===== src/rtl/prio_intc_pkg.sv =====
// Shared register decode for the priority interrupt controller.
// Assumes a 6-bit register address whose bits [5:4] pick the register class
// and whose bits [3:0] pick the source (1..15) or the mask/pending word.
package prio_intc_pkg;

    localparam int ADDR_W = 6;
    localparam int IDX_W  = 4;

    typedef enum logic [2:0] {
        RK_NONE,
        RK_CTRL,
        RK_MASK,
        RK_PEND,
        RK_VEC
    } reg_kind_e;

    typedef struct packed {
        reg_kind_e          kind;
        logic [IDX_W-1:0]   idx;
    } reg_sel_t;

    // Map an address onto a register class and source index.
    function automatic reg_sel_t decode_addr(input logic [ADDR_W-1:0] a);
        reg_sel_t s;
        s.idx = a[IDX_W-1:0];
        case (a[ADDR_W-1:IDX_W])
            2'b00:   s.kind = RK_CTRL;
            2'b01:   s.kind = (a[IDX_W-1:0] == 4'h0) ? RK_MASK :
                              (a[IDX_W-1:0] == 4'h1) ? RK_PEND : RK_NONE;
            2'b10:   s.kind = RK_VEC;
            default: s.kind = RK_NONE;
        endcase
        return s;
    endfunction

endpackage


===== src/rtl/prio_intc_pend.sv =====
// Pending capture: one flop per source that follows the request level.
// Assumes requests are already synchronous to clk. Bit 0 is unused and held 0.
module prio_intc_pend #(
    parameter int NUM_SRC = 13
) (
    input  logic               clk,
    input  logic               rst_n,
    input  logic [NUM_SRC:1]   irq_in,
    output logic [NUM_SRC:0]   pend_q
);

    // Sample every request level on each edge.
    always_ff @(posedge clk) begin
        if (!rst_n) pend_q <= '0;
        else        pend_q <= {irq_in, 1'b0};
    end

    assert_pend_follow_R2: assert property (@(posedge clk) disable iff (!rst_n)
        1'b1 |=> (pend_q == {$past(irq_in), 1'b0}));

endmodule


===== src/rtl/prio_intc_regs.sv =====
// Register file: per-source control bytes, the mask word and the
// programmable vector bytes of the sources selected by PROG_VEC.
// Assumes NUM_SRC <= 15 and DATA_W > NUM_SRC. Reads are combinational.
module prio_intc_regs
    import prio_intc_pkg::*;
#(
    parameter int              NUM_SRC  = 13,
    parameter int              DATA_W   = 16,
    parameter int              CTRL_W   = 8,
    parameter int              VEC_W    = 8,
    parameter logic [15:0]     PROG_VEC = 16'h3000,
    parameter logic [VEC_W-1:0] VEC_RST = 8'h0F
) (
    input  logic                            clk,
    input  logic                            rst_n,
    input  logic                            wr,
    input  logic [ADDR_W-1:0]               addr,
    input  logic [DATA_W-1:0]               wdata,
    input  logic [NUM_SRC:0]                pend_q,
    output logic [DATA_W-1:0]               rdata,
    output logic [NUM_SRC:0]                mask_q,
    output logic [NUM_SRC:1][CTRL_W-1:0]    ctrl_q,
    output logic [NUM_SRC:1][VEC_W-1:0]     vec_q
);

    localparam logic [NUM_SRC:0] MASK_RST = {{NUM_SRC{1'b1}}, 1'b0};

    reg_sel_t sel;
    logic     idx_ok;

    // Decode the address once for writes and reads.
    always_comb begin
        sel    = decode_addr(addr);
        idx_ok = (sel.idx != '0) && (int'(sel.idx) <= NUM_SRC);
    end

    // Mask word; a set bit blocks the source.
    always_ff @(posedge clk) begin
        if (!rst_n)                       mask_q <= MASK_RST;
        else if (wr && sel.kind == RK_MASK) mask_q <= {wdata[NUM_SRC:1], 1'b0};
    end

    for (genvar i = 1; i <= NUM_SRC; i++) begin : g_src
        // Control byte of source i.
        always_ff @(posedge clk) begin
            if (!rst_n)
                ctrl_q[i] <= '0;
            else if (wr && sel.kind == RK_CTRL && sel.idx == IDX_W'(i))
                ctrl_q[i] <= wdata[CTRL_W-1:0];
        end

        if (PROG_VEC[i]) begin : g_prog
            // Programmable vector byte of source i.
            always_ff @(posedge clk) begin
                if (!rst_n)
                    vec_q[i] <= VEC_RST;
                else if (wr && sel.kind == RK_VEC && sel.idx == IDX_W'(i))
                    vec_q[i] <= wdata[VEC_W-1:0];
            end
        end else begin : g_auto
            assign vec_q[i] = '0;
        end
    end

    // Read-back multiplexer.
    always_comb begin
        rdata = '0;
        case (sel.kind)
            RK_CTRL: if (idx_ok) rdata[CTRL_W-1:0] = ctrl_q[sel.idx];
            RK_MASK: rdata[NUM_SRC:0] = mask_q;
            RK_PEND: rdata[NUM_SRC:0] = pend_q;
            RK_VEC:  if (idx_ok) rdata[VEC_W-1:0] = vec_q[sel.idx];
            default: rdata = '0;
        endcase
    end

    assert_mask_reset_R1: assert property (@(posedge clk) disable iff (!rst_n)
        $rose(rst_n) |-> (mask_q == MASK_RST));

endmodule


===== src/rtl/prio_intc_arb.sv =====
// Arbiter: scans sources upward and keeps the first source holding the
// largest nonzero key; forms the level and vector of that source.
// Assumes keys are the low LVL_W+PRI_W bits of each control byte.
module prio_intc_arb #(
    parameter int              NUM_SRC      = 13,
    parameter int              CTRL_W       = 8,
    parameter int              VEC_W        = 8,
    parameter int              LVL_W        = 3,
    parameter int              PRI_W        = 2,
    parameter int              SRC_W        = 4,
    parameter int              AUTOVEC_BASE = 24,
    parameter logic [15:0]     PROG_VEC     = 16'h3000
) (
    input  logic [NUM_SRC:0]                pend_q,
    input  logic [NUM_SRC:0]                mask_q,
    input  logic [NUM_SRC:1][CTRL_W-1:0]    ctrl_q,
    input  logic [NUM_SRC:1][VEC_W-1:0]     vec_q,
    output logic [SRC_W-1:0]                win_id,
    output logic [LVL_W-1:0]                level,
    output logic [VEC_W-1:0]                vector
);

    localparam int KEY_W = LVL_W + PRI_W;

    logic [NUM_SRC:0]  active;
    logic [KEY_W-1:0]  best_key;

    // Strictly-greater upward scan: equal keys keep the lower source.
    always_comb begin
        active   = pend_q & ~mask_q;
        best_key = '0;
        win_id   = '0;
        for (int i = 1; i <= NUM_SRC; i++) begin
            if (active[i] && (ctrl_q[i][KEY_W-1:0] > best_key)) begin
                best_key = ctrl_q[i][KEY_W-1:0];
                win_id   = SRC_W'(i);
            end
        end
    end

    // Level and vector of the winner.
    always_comb begin
        level = best_key[KEY_W-1:PRI_W];
        if (win_id == '0)
            vector = '0;
        else if (PROG_VEC[win_id])
            vector = vec_q[win_id];
        else
            vector = VEC_W'(AUTOVEC_BASE) + VEC_W'(level);
    end

endmodule


===== src/rtl/prio_intc.sv =====
// Top of the priority interrupt controller: pending capture, register
// file, arbiter and the output register stage.
// Assumes synchronous requests; outputs lag inputs and writes by two edges.
module prio_intc
    import prio_intc_pkg::*;
#(
    parameter int              NUM_SRC      = 13,
    parameter int              DATA_W       = 16,
    parameter int              CTRL_W       = 8,
    parameter int              VEC_W        = 8,
    parameter int              LVL_W        = 3,
    parameter int              PRI_W        = 2,
    parameter int              AUTOVEC_BASE = 24,
    parameter logic [15:0]     PROG_VEC     = 16'h3000
) (
    input  logic                 clk,
    input  logic                 rst_n,
    input  logic [NUM_SRC:1]     irq_in,
    input  logic                 reg_wr,
    input  logic [ADDR_W-1:0]    reg_addr,
    input  logic [DATA_W-1:0]    reg_wdata,
    output logic [DATA_W-1:0]    reg_rdata,
    output logic [LVL_W-1:0]     cpu_level,
    output logic [VEC_W-1:0]     cpu_vector
);

    localparam int SRC_W = $clog2(NUM_SRC + 1);
    localparam int KEY_W = LVL_W + PRI_W;

    logic [NUM_SRC:0]             pend_q;
    logic [NUM_SRC:0]             mask_q;
    logic [NUM_SRC:1][CTRL_W-1:0] ctrl_q;
    logic [NUM_SRC:1][VEC_W-1:0]  vec_q;
    logic [SRC_W-1:0]             win_nxt;
    logic [SRC_W-1:0]             win_q;
    logic [LVL_W-1:0]             lvl_nxt;
    logic [VEC_W-1:0]             vec_nxt;

    prio_intc_pend #(.NUM_SRC(NUM_SRC)) u_pend (
        .clk    (clk),
        .rst_n  (rst_n),
        .irq_in (irq_in),
        .pend_q (pend_q)
    );

    prio_intc_regs #(
        .NUM_SRC  (NUM_SRC),
        .DATA_W   (DATA_W),
        .CTRL_W   (CTRL_W),
        .VEC_W    (VEC_W),
        .PROG_VEC (PROG_VEC)
    ) u_regs (
        .clk    (clk),
        .rst_n  (rst_n),
        .wr     (reg_wr),
        .addr   (reg_addr),
        .wdata  (reg_wdata),
        .pend_q (pend_q),
        .rdata  (reg_rdata),
        .mask_q (mask_q),
        .ctrl_q (ctrl_q),
        .vec_q  (vec_q)
    );

    prio_intc_arb #(
        .NUM_SRC      (NUM_SRC),
        .CTRL_W       (CTRL_W),
        .VEC_W        (VEC_W),
        .LVL_W        (LVL_W),
        .PRI_W        (PRI_W),
        .SRC_W        (SRC_W),
        .AUTOVEC_BASE (AUTOVEC_BASE),
        .PROG_VEC     (PROG_VEC)
    ) u_arb (
        .pend_q (pend_q),
        .mask_q (mask_q),
        .ctrl_q (ctrl_q),
        .vec_q  (vec_q),
        .win_id (win_nxt),
        .level  (lvl_nxt),
        .vector (vec_nxt)
    );

    // Register the arbitration result toward the processor.
    always_ff @(posedge clk) begin
        if (!rst_n) begin
            win_q      <= '0;
            cpu_level  <= '0;
            cpu_vector <= '0;
        end else begin
            win_q      <= win_nxt;
            cpu_level  <= lvl_nxt;
            cpu_vector <= vec_nxt;
        end
    end

    assert_win_unmasked_R3: assert property (@(posedge clk) disable iff (!rst_n)
        (win_nxt != '0) |-> (!mask_q[win_nxt] && pend_q[win_nxt]));

    assert_level_from_ctrl_R6: assert property (@(posedge clk) disable iff (!rst_n)
        (win_nxt != '0) |=> (cpu_level == $past(ctrl_q[win_nxt][KEY_W-1:PRI_W])));

    assert_idle_level_R7: assert property (@(posedge clk) disable iff (!rst_n)
        (~|(pend_q & ~mask_q)) |=> (cpu_level == '0));

    assert_autovec_R8: assert property (@(posedge clk) disable iff (!rst_n)
        ((win_q != '0) && !PROG_VEC[win_q]) |->
            (cpu_vector == VEC_W'(AUTOVEC_BASE) + VEC_W'(cpu_level)));

endmodule


===== config.mk =====
export PLATFORM = sky130hd
export DESIGN_NAME = prio_intc
export DESIGN_NICKNAME = d
export VERILOG_FILES = /design/src/rtl/prio_intc_pkg.sv /design/src/rtl/prio_intc_pend.sv /design/src/rtl/prio_intc_regs.sv /design/src/rtl/prio_intc_arb.sv /design/src/rtl/prio_intc.sv
export SDC_FILE = /design/constraint.sdc
export NUM_CORES = 1
export LEC_CHECK = 0
export BUFFER_PORTS_ARGS = -buffer_cell sky130_fd_sc_hd__clkbuf_2
export CAP_MARGIN = 20
export CORE_UTILIZATION = 55
export DETAILED_ROUTE_END_ITERATION = 7
export PLACE_DENSITY = 0.73
export SLEW_MARGIN = 20
export SYNTH_ARGS = -nofsm -noshare
export SYNTH_HDL_FRONTEND = slang
export SYNTH_SLANG_ARGS = --single-unit

===== constraint.sdc =====
create_clock -name clk -period 38.8 [get_ports clk]
set_clock_uncertainty 0.2 [all_clocks]
set_input_delay 5.82 -clock clk [delete_from_list [all_inputs] [get_ports clk]]
set_output_delay 5.82 -clock clk [all_outputs]
set_load 0.005 [all_outputs]

==> results.rst, run 1 <==
.. list-table::
   :header-rows: 1

   * - Metric
     - Value
   * - Result of the run
     - finished clean
   * - Final layout net count
     - 1217
   * - Wire length of the first global-routing pass
     - 42300 um
   * - RSZ-0062 raised after global routing
     - no
   * - Setup-violating endpoint count in the final report
     - 0
   * - Worst min-delay path startpoint
     - u_regs.ctrl_q[38]$_SDFFE_PN0P_
   * - Accumulated negative setup slack
     - 0 ns
   * - Worst reg-to-reg setup slack
     - approximately 15 ns
   * - Largest stage delay on the critical path
     - roughly 0.50 ns
   * - Share of the synthesized area in the top cell type
     - 0.317
   * - Congestion Overflow GR
     - 0
   * - Min-Delay Endpoint
     - u_regs.ctrl_q[38]$_SDFFE_PN0P_
   * - Type of the worst min-delay path
     - register to register
   * - Root buffer selected by CTS
     - clkbuf_16
   * - Commonest cells after routing, fill and taps aside
     - dfxtp_1, mux2i_1, nand2_1
   * - Portion of the post-synthesis area used by sequential elements
     - 0.317
   * - Die boundary width
     - 136 um
   * - Leakage power
     - 0.00437 uW
   * - Number of maximum-capacitance constraint violations
     - 0
   * - Post-Route WL
     - ~27000 um
   * - Post-layout util
     - 0.624
   * - Buffers inserted by post-CTS timing repair
     - 0
   * - Antenna-violating nets left
     - 0
   * - Fraction of the mapped netlist area in simple logic gates
     - 0.210
   * - Library cell occupying the most area in the post-synthesis netlist
     - dfxtp_1
   * - Power Dens Cells
     - between 30 and 40 mW/mm2
   * - Count of state elements after synthesis
     - roughly 160
   * - Ys Warns
     - 0
   * - Total vias in the final route
     - 8312
   * - IO Port Bufs
     - 60
   * - Starting density of the core
     - 0.569
   * - Diodes inserted
     - 0
   * - Post-Synthesis Cell Area
     - approximately 0.01 mm2
   * - Buffer levels on the longest clock path
     - 2
   * - Peak supply drop
     - approximately 35 uV
   * - Max Fclk
     - 42.8 MHz
   * - Proportion of layout cells with a drive suffix above 1
     - 0.148
   * - Measured slew at the worst slew-check pin
     - around 1.0 ns
   * - Clock insertion delay at the later pin of the skew report
     - 0.44 ns
   * - Non-Filler Cell Area, Final
     - between 0.01 and 0.015 mm2
   * - Number of buffers created by CTS
     - 17
   * - Detailed Place HPWL
     - 18700 um
   * - Remaining DRCs
     - 0
   * - Placement-stage cell area
     - around 0.010 mm2
   * - Maximum number of pins on one net before global-route repair
     - approximately 110
   * - Height of the chip
     - approximately 140 um
   * - Synth Area in Compound Gates
     - 0.151
   * - Kind of critical path
     - register to register
   * - First-iteration detailed-routing DRC count
     - just over 700
   * - Level count of the clock H-tree
     - 4
   * - DR vias/cell
     - slightly above 6
   * - Total clock sinks
     - 157
   * - Detailed-routing iteration count for the pre-antenna-repair pass
     - 7
   * - Worst endpoint required time
     - approximately 39 ns
   * - Die Footprint
     - 0.0186 mm2
   * - Global-route total usage across every layer
     - 0.302
   * - Count of flip-flops with a built-in enable after synthesis
     - 0
   * - Number of global-route vias before repair
     - 7763
   * - Leading register cell type out of synthesis
     - dfxtp_1
   * - Total number of placement rows
     - 48
   * - Share of the synthesized netlist area taken by xor and xnor gates
     - 0.00884
   * - Count of mapped cells out of synthesis
     - 1117
   * - Hold Crit Depth
     - 2
   * - Post-CTS clock slew at the launch and capture registers of the worst setup and hold paths
     - ~0.07 ns
   * - Startpoint Class
     - register
   * - Commonest non-fill, non-tap cell in the layout
     - dfxtp_1
   * - Number of unique standard cell types used by synthesis
     - 93
   * - Per-cell routed wire length
     - 19.7 um
   * - Placeable Area
     - approximately 0.017 mm2
   * - Final Cycle Share
     - 0.602
   * - Min cycle time layout
     - roughly 23 ns
   * - Multiplexer share of the synthesized area
     - 0.201
   * - Largest cells by area after synthesis
     - dfxtp_1, mux2i_1, nor2b_1
   * - Data arrival time of the worst path
     - ~23 ns
   * - Top-level I/O count
     - 65
   * - Syn Area/Cell
     - between 8 and 9 um2
   * - Initial antenna violation count
     - 0
   * - Placer congestion estimate
     - approximately 0.9
   * - Cells on worst reg2reg path
     - 106
   * - # resized after CTS
     - 0
   * - Most frequent cell on the critical path
     - ha_1
   * - Worst flop-to-flop path endpoint
     - cpu_vector[2]$_SDFF_PP0_
   * - Hold violation count in the final report
     - 0
   * - Adder-cell share of the synthesized area
     - 0.0575
   * - Number of max-slew violations in the final report
     - 0
   * - TritonCTS clock tree
     - yes
   * - Hold bufs inserted after CTS
     - 0
   * - Nature of the critical path endpoint
     - register
   * - Worst-case headroom to the max-slew limit
     - 0.301
   * - Startpoint of the worst register-to-register path
     - u_pend.pend_q[1]$_SDFF_PN0_
   * - Critical path peak fanout
     - 14
   * - Combinational family with the most area after synthesis
     - simple AND/OR/NAND/NOR gates
   * - Area Overhead vs Synth
     - 9.61%
   * - CP max stage cell
     - or4b_1
   * - Async set or reset register ratio after synthesis
     - 0
-- power breakdown --
part	total, uW	switching, uW	internal (uW)
clock	170	74.3	95.9
sequential	164	1.10	162
combinational	20.7	13.1	7.61
-- cell families after synthesis --
kind of cell	Yosys count
compound gates	202
xor+xnor	10
fa+ha+maj	46
buf+inv	133
flops	157
mux	172
other cells	1
simple gates	396
-- how the worst max path moves through the flow --
stage                                            from                  endpoint  cells past startpoint
after floorplan           u_pend.pend_q[1]$_SDFF_PN0_  cpu_vector[0]$_SDFF_PP0_                    111
after global placement    u_pend.pend_q[1]$_SDFF_PN0_  cpu_vector[1]$_SDFF_PP0_                    107
after detailed placement  u_pend.pend_q[1]$_SDFF_PN0_  cpu_vector[1]$_SDFF_PP0_                    106
after CTS                 u_pend.pend_q[1]$_SDFF_PN0_  cpu_vector[1]$_SDFF_PP0_                    106
after global routing      u_pend.pend_q[1]$_SDFF_PN0_  cpu_vector[2]$_SDFF_PP0_                    106
final                     u_pend.pend_q[1]$_SDFF_PN0_  cpu_vector[2]$_SDFF_PP0_                    106
-- cells in the mapped netlist (7+ instances only) --
cell type and instances:
and3_1 8, clkbuf_1 56, xnor2_1 8, dfxtp_1 157, a22oi_1 9, nand2_1 109
o21ai_1 9, nor2_1 51, a21oi_1 31, a21boi_0 25, a222oi_1 7, o21ai_0 36
buf_1 7, ha_1 43, mux2i_1 134, and2_1 24, o221ai_1 8, inv_1 61
mux4_2 16, mux2_2 16, nor3_1 7, nand3_1 44, nor2b_1 104
-- layout make-up --
cell class                 instances  area, um2
fill                            1507       6560
inverter                          63        236
clock inverter                    14        158
multi-input combinational        828       6240
clock buffer                      18        429
sequential                       157       3140
timing repair buffer              69        374
tap                              225        282
-- metal layers --
layer / routed length [um] / global-route usage / vias to the layer above
met1: 12200 / 0.411 / 3939
met4: 909 / 0.130 / 0
li1: - / - / 3999
met3: 1990 / 0.0686 / 62
met2: 12000 / 0.454 / 312
met5: 0 / 0 / -
-- registers in the layout (all words and copies together) (netlist names) --
signal         count
u_pend.pend_q     13
cpu_vector         8
u_regs.ctrl_q    104
u_regs.vec_q      16
u_regs.mask_q     13
cpu_level          3
-- through the flow --
step | setup slack (ns) | hold WS [ns] | total power, uW | std cells
floorplan | 19.04 | 0.240 | 180 | 1118
global placement | 15.67 | 0.257 | 187 | 1341
detailed placement | 15.37 | 0.261 | 187 | 1341
CTS | 15.13 | 0.269 | 356 | 1373
global route | 13.84 | 0.300 | 364 | 1374
finish | 15.44 | 0.265 | 354 | 1374
-- worst max-delay path: cells and delay by family (launching register included) --
family,cells,cell delay [ns]
compound gates,37,8.13
simple gates,38,6.97
fa+ha+maj,13,3.93
mux,9,2.92
buf+inv,9,0.71
flops,1,0.37
(Power assumes the default switching activity.)
==> inputs of run 2 (changes only) <==
PLACE_DENSITY = 0.76   (was 0.73)
clock period = 20.4 ns   (was 38.8 ns; I/O delays follow)
==> run 2 against run 1 <==
Compared with the run above: global-route usage up 0.37 points; setup slack worse by 15 ns; fmax increased by 17%; hold slack better by 0.0011 ns; routed wire length up 8.7%; sequential share of layout area is 2.9 points lower; clock power rose by 96%; non-clock buffer count is 81 higher; sequential power grew 90%; final area rose by 11%; die area did not move; critical path type unchanged; critical endpoint is now cpu_vector[3]$_SDFF_PP0_; largest cell class unchanged; highest routed layer unchanged.
==> results.rst, run 2 (synthesis gave the netlist of run 1 again) <==
.. list-table::
   :header-rows: 1

   * - Metric
     - Value
   * - Result of the run
     - finished clean
   * - Final layout net count
     - 1298 (+6.7%)
   * - Maximum number of pins on one net before global-route repair
     - 110 (+0.92%)
   * - Top-level I/O count
     - 65 (unchanged)
   * - Fill count
     - 1305 (-13%)
   * - Critical path peak fanout
     - 5 (-9)
   * - Leakage power
     - 0.00489 uW (+12%)
   * - Clock insertion delay at the later pin of the skew report
     - 0.43 ns (about the same)
   * - Proportion of layout cells with a drive suffix above 1
     - 0.277 (+0.129)
   * - Kind of critical path
     - register to register
   * - Flip-flop count of the largest register, all copies and words added
     - 104 (unchanged)
   * - Final Cycle Share
     - 0.978 (+0.376)
   * - Hold bufs inserted after CTS
     - 0 (unchanged)
   * - Per-cell routed wire length
     - 20.2 um (+2.7%)
   * - Total number of placement rows
     - 48 (unchanged)
   * - Diodes inserted
     - 0 (unchanged)
   * - Min cycle time layout
     - 19.94 ns (-3.42 ns)
   * - Post-Route WL
     - 29400 um (+8.7%)
   * - Remaining DRCs
     - 0 (unchanged)
   * - Top flop regs
     - u_regs.ctrl_q: 104 flops, u_regs.vec_q: 16 flops
   * - Power Dens Cells
     - 56.9 mW/mm2 (+74%)
   * - CP Depth
     - 107 (+0.94%)
   * - Buffer levels on the longest clock path
     - 2 (unchanged)
   * - Global-route total usage across every layer
     - 0.305 (+0.00367)
   * - Number of maximum-capacitance constraint violations
     - 0 (unchanged)
   * - Total clock sinks
     - 157 (unchanged)
   * - Nature of the critical path endpoint
     - register
   * - Worst path top cell family by delay
     - compound AO/OA/AOI/OAI gates
   * - WP buf/inv
     - 15 (+6)
   * - CP max stage cell
     - or4_4
   * - Peak supply drop
     - 60.5 uV (+74%)
   * - Area Overhead vs Synth
     - 21.7%
   * - Hold violation count in the final report
     - 0 (unchanged)
   * - Post-layout util
     - 0.692 (+0.0685)
   * - Commonest cells after routing, fill and taps aside
     - dfxtp_1, mux2i_1, nand2_1
   * - Initial antenna violation count
     - 0 (unchanged)
   * - Die Footprint
     - 0.0186 mm2 (unchanged)
   * - Register containing the most flip-flops in the final layout
     - u_regs.ctrl_q
   * - Startpoint Class
     - register
   * - DR vias/cell
     - 6.15 (+1.7%)
   * - Starting density of the core
     - 0.569 (unchanged)
   * - Largest stage delay on the critical path
     - 0.52 ns (+0.02 ns)
   * - Setup-violating endpoint count in the final report
     - 0 (unchanged)
   * - Congestion Overflow GR
     - 0 (unchanged)
   * - Number of global-route vias before repair
     - 8187 (+5.5%)
   * - Type of the worst min-delay path
     - register to register
   * - Data arrival time of the worst path
     - 20.04 ns (-3.41 ns)
   * - Antenna-violating nets left
     - 0 (unchanged)
   * - Height of the chip
     - 136 um (unchanged)
   * - Placeable Area
     - 0.0174 mm2 (unchanged)
   * - Area taken by multi-input logic gates
     - 0.00678 mm2 (+8.7%)
   * - First-iteration detailed-routing DRC count
     - 833 (+18%)
   * - Placer congestion estimate
     - 0.943 (+4.8%)
   * - Hold Crit Depth
     - 2 (unchanged)
   * - Root buffer selected by CTS
     - clkbuf_16
   * - Total vias in the final route
     - 8949 (+7.7%)
   * - Post-CTS clock slew at the launch and capture registers of the worst setup and hold paths
     - 0.06 ns (about the same)
   * - Wire length of the first global-routing pass
     - 43200 um (+2.1%)
   * - Die boundary width
     - 136 um (unchanged)
   * - IO Port Bufs
     - 60 (unchanged)
   * - Tightest hold margin
     - 0.266 ns (+0.00111 ns)
   * - Level count of the clock H-tree
     - 4 (unchanged)
   * - Number of max-slew violations in the final report
     - 0 (unchanged)
   * - Flip-flop and latch area
     - 0.00314 mm2 (about the same)
   * - Commonest non-fill, non-tap cell in the layout
     - dfxtp_1
   * - Detailed Place HPWL
     - 19000 um (+1.7%)
   * - Most frequent cell on the critical path
     - ha_4
   * - Worst-case headroom to the max-slew limit
     - 0.294 (-0.00712)
   * - Measured slew at the worst slew-check pin
     - 1.06 ns (+0.0107 ns)
   * - Number of buffers created by CTS
     - 17 (unchanged)
   * - TritonCTS clock tree
     - yes
   * - Max Fclk
     - 50.1 MHz (+17%)
   * - Detailed-routing iteration count for the pre-antenna-repair pass
     - 6 (-1)
   * - Worst endpoint required time
     - 20.50 ns (-18.40 ns)
   * - Cells on worst reg2reg path
     - 107 (+0.94%)
[run 2: stage by stage]
stage / setup TNS (ns) / instance area [um2] / worst slack (ns) / cells / total power [uW]
floorplan: 0 / 9910 / 0.639 / 1118 / 343
global placement: -0.447 / 10700 / -0.0955 / 1397 / 356
detailed placement: -0.943 / 10700 / -0.205 / 1397 / 357
CTS: 0 / 11400 / 0.0168 / 1434 / 685
global route: -1.02 / 12100 / -0.218 / 1455 / 703
finish: 0 / 12100 / 0.458 / 1455 / 686
[run 2: metal layers]
metal  routed length (um)  up-vias  global-route usage
met4                 1080        0               0.133
li1                     -     4166                   -
met2                13600      412               0.474
met3                 2530       90              0.0708
met1                12100     4281               0.403
met5                    0        -                   0
[run 2: power breakdown]
group          switching, uW  internal (uW)  leakage (uW)
registers               2.31            309       0.00127
clock network            139            194      0.000284
logic                   25.6           15.4       0.00334
total                    167            519       0.00489
[run 2: worst min-delay path: stages (launching register included)]
cell and delay [ns]:
dfxtp_1 0.31, nand2_1 0.05, a21boi_0 0.06
[run 2: timing repair]
action,CTS,global route
cloned,0,0
resized for setup,10,118
endpoints found under the setup margin,5,11
buffers inserted,5,21
pin swaps,6,54
[run 2: area by class of cell]
class | count | share of cell area
multi-input cells | 828 | 0.562
flip-flops and latches | 157 | 0.261
repair buffers | 150 | 0.0827
clock buffers | 17 | 0.0353
well taps | 225 | 0.0234
inverters | 63 | 0.0198
clock inverters | 15 | 0.0156
[run 2: worst paths after layout]
kind / from / end / slack [ns]
worst min register to register: u_regs.ctrl_q[38]$_SDFFE_PN0P_ / u_regs.ctrl_q[38]$_SDFFE_PN0P_ / 0.27
worst min-delay path: u_regs.ctrl_q[38]$_SDFFE_PN0P_ / u_regs.ctrl_q[38]$_SDFFE_PN0P_ / 0.27
worst max register to register: u_pend.pend_q[1]$_SDFF_PN0_ / cpu_vector[3]$_SDFF_PP0_ / 0.46
worst max-delay path: u_pend.pend_q[1]$_SDFF_PN0_ / cpu_vector[3]$_SDFF_PP0_ / 0.46
==> inputs of run 3 (changes only) <==
PLACE_DENSITY = 0.73   (was 0.76)
clock period = 20.9 ns   (was 20.4 ns; I/O delays follow)
==> run 3 against run 2 <==
Compared with the run above: hold slack better by 0.00065 ns; sequential share of layout area rose by 1.3 points; non-clock buffer count down 31; critical path type unchanged.
==> results.rst, run 3 (synthesis gave the netlist of run 1 again) <==
.. list-table::
   :header-rows: 1

   * - Metric
     - Value
   * - Remaining DRCs
     - 0 (unchanged)
   * - Total number of placement rows
     - 48 (unchanged)
   * - Non-Filler Cell Area, Final
     - 0.0115 mm2 (-4.8%)
   * - Wire length of the first global-routing pass
     - 43000 um (-0.53%)
   * - Top-level I/O count
     - 65 (unchanged)
   * - Post-CTS clock slew at the launch and capture registers of the worst setup and hold paths
     - 0.06 ns (about the same)
   * - Post-layout util
     - 0.659 (-0.0335)
   * - Global-route total usage across every layer
     - 0.306 (+0.00113)
   * - Tightest hold margin
     - 0.267 ns (+0.000651 ns)
   * - Top flop regs
     - u_regs.ctrl_q: 104 flops, u_regs.vec_q: 16 flops
   * - Hold bufs inserted after CTS
     - 0 (unchanged)
   * - Max Fclk
     - 49.3 MHz (-1.6%)
   * - Buffer levels on the longest clock path
     - 2 (unchanged)
   * - Detailed Place HPWL
     - 19200 um (+0.81%)
   * - Number of global-route vias before repair
     - 8007 (-2.2%)
   * - Result of the run
     - finished clean
   * - Final layout net count
     - 1267 (-2.4%)
   * - Min cycle time layout
     - 20.27 ns (+0.329 ns)
   * - IO Port Bufs
     - 60 (unchanged)
   * - Per-cell routed wire length
     - 19.9 um (-1.4%)
   * - Placement-stage cell area
     - 0.0105 mm2 (-1.5%)
   * - Die boundary width
     - 136 um (unchanged)
   * - Detailed-routing iteration count for the pre-antenna-repair pass
     - 6 (unchanged)
   * - TritonCTS clock tree
     - yes
   * - Height of the chip
     - 136 um (unchanged)
   * - Worst endpoint required time
     - 21.01 ns (+0.51 ns)
   * - Antenna-violating nets left
     - 0 (unchanged)
   * - Worst setup margin
     - 0.629 ns (+0.171 ns)
   * - Power Dens Cells
     - 56.4 mW/mm2 (-0.81%)
   * - Area Overhead vs Synth
     - 15.8%
   * - Level count of the clock H-tree
     - 4 (unchanged)
   * - Startpoint Class
     - register
   * - First-iteration detailed-routing DRC count
     - 752 (-9.7%)
   * - Register containing the most flip-flops in the final layout
     - u_regs.ctrl_q
   * - CP max stage cell
     - or4_1
   * - Proportion of layout cells with a drive suffix above 1
     - 0.217 (-0.0604)
   * - Kind of critical path
     - register to register
   * - Peak supply drop
     - 71.6 uV (+18%)
   * - Total clock sinks
     - 157 (unchanged)
   * - Hold violation count in the final report
     - 0 (unchanged)
   * - Clock insertion delay at the later pin of the skew report
     - 0.43 ns (about the same)
   * - Post-Route WL
     - 28300 um (-3.5%)
   * - Data arrival time of the worst path
     - 20.38 ns (+0.34 ns)
   * - Fill count
     - 1463 (+12%)
   * - Final Cycle Share
     - 0.970 (-0.00765)
   * - Measured slew at the worst slew-check pin
     - 1.10 ns (+0.0396 ns)
   * - Nature of the critical path endpoint
     - register
   * - Placer congestion estimate
     - 0.954 (+1.1%)
   * - Total vias in the final route
     - 8594 (-4.0%)
   * - Diodes inserted
     - 0 (unchanged)
   * - Number of max-slew violations in the final report
     - 0 (unchanged)
   * - Die Footprint
     - 0.0186 mm2 (unchanged)
   * - Largest stage delay on the critical path
     - 0.51 ns (about the same)
   * - Placeable Area
     - 0.0174 mm2 (unchanged)
   * - Initial antenna violation count
     - 0 (unchanged)
   * - Root buffer selected by CTS
     - clkbuf_16
   * - Number of buffers created by CTS
     - 17 (unchanged)
   * - Type of the worst min-delay path
     - register to register
   * - Critical path peak fanout
     - 7 (+2)
   * - Leakage power
     - 0.00465 uW (-4.9%)
   * - Overall power after layout
     - 647 uW (-5.6%)
   * - Maximum number of pins on one net before global-route repair
     - 93 (-15%)
   * - Worst-case headroom to the max-slew limit
     - 0.267 (-0.0265)
   * - Placement Setup Slack
     - -0.353 ns (-0.148 ns)
   * - Most frequent cell on the critical path
     - ha_1
   * - DR vias/cell
     - 6.04 (-1.9%)
   * - Setup-violating endpoint count in the final report
     - 0 (unchanged)
   * - Number of maximum-capacitance constraint violations
     - 0 (unchanged)
   * - Commonest non-fill, non-tap cell in the layout
     - dfxtp_1
   * - Flip-flop count of the largest register, all copies and words added
     - 104 (unchanged)
   * - Congestion Overflow GR
     - 0 (unchanged)
   * - Commonest cells after routing, fill and taps aside
     - dfxtp_1, mux2i_1, nand2_1
   * - Starting density of the core
     - 0.569 (unchanged)
## run 3: worst paths after layout
check                                       from  slack, ns                             end  cells past startpoint
hold / removal    u_regs.ctrl_q[37]$_SDFFE_PN0P_       0.27  u_regs.ctrl_q[37]$_SDFFE_PN0P_                      2
setup reg to reg     u_pend.pend_q[1]$_SDFF_PN0_       0.63        cpu_vector[1]$_SDFF_PP0_                    105
setup / recovery     u_pend.pend_q[1]$_SDFF_PN0_       0.63        cpu_vector[1]$_SDFF_PP0_                    105
hold reg to reg   u_regs.ctrl_q[37]$_SDFFE_PN0P_       0.27  u_regs.ctrl_q[37]$_SDFFE_PN0P_                      2
## run 3: metal layers
layer,vias to the layer above,global-route usage,routed length [um]
li1,4106,-,-
met1,4107,0.415,12700
met2,321,0.477,12800
met3,60,0.0570,1880
met4,0,0.126,983
met5,-,0,0
## run 3: cell type report
cell class,instances,area (um2),share of cell area
Inverter,63,236,0.0206
Clock buffer,21,460,0.0401
Timing Repair Buffer,119,761,0.0663
Tap cell,225,282,0.0245
Multi-Input combinational cell,828,6470,0.565
Sequential cell,157,3150,0.274
Clock inverter,11,110,0.00960
## run 3: critical path: cells and delay by family (launching register included)
| kind | cells | cell delay (ns) |
|---|---|---|
| AO/OA/AOI/OAI | 34 | 6.28 |
| AND/OR/NAND/NOR | 35 | 6.03 |
| adder cells (fa/ha/maj) | 14 | 3.77 |
| multiplexers | 11 | 2.60 |
| buffers and inverters | 11 | 0.88 |
| flip-flops | 1 | 0.34 |
## run 3: per-stage QoR
| stage | cells | setup TNS [ns] |
|---|---|---|
| floorplan | 1118 | 0 |
| CTS | 1409 | 0 |
| global route | 1424 | -1.50 |
| detailed placement | 1375 | -1.71 |
| global placement | 1374 | -0.0235 |
| finish | 1424 | 0 |
## run 3: repair_timing
| action | 4_1_cts | 5_1_grt |
|---|---|---|
| gates cloned | 0 | 0 |
| endpoints found under the hold margin | 0 | 0 |
| endpoints found under the setup margin | 11 | 11 |
| resized for setup | 14 | 51 |
| pin swaps | 3 | 32 |
| setup buffers | 2 | 15 |
## run 3: report_power, final
| group | total, uW | internal [uW] | switching [uW] | leakage [uW] |
|---|---|---|---|---|
| combinational | 39.3 | 14.8 | 24.5 | 0.00312 |
| clock | 304 | 172 | 132 | 0.000264 |
| sequential | 304 | 302 | 2.10 | 0.00127 |
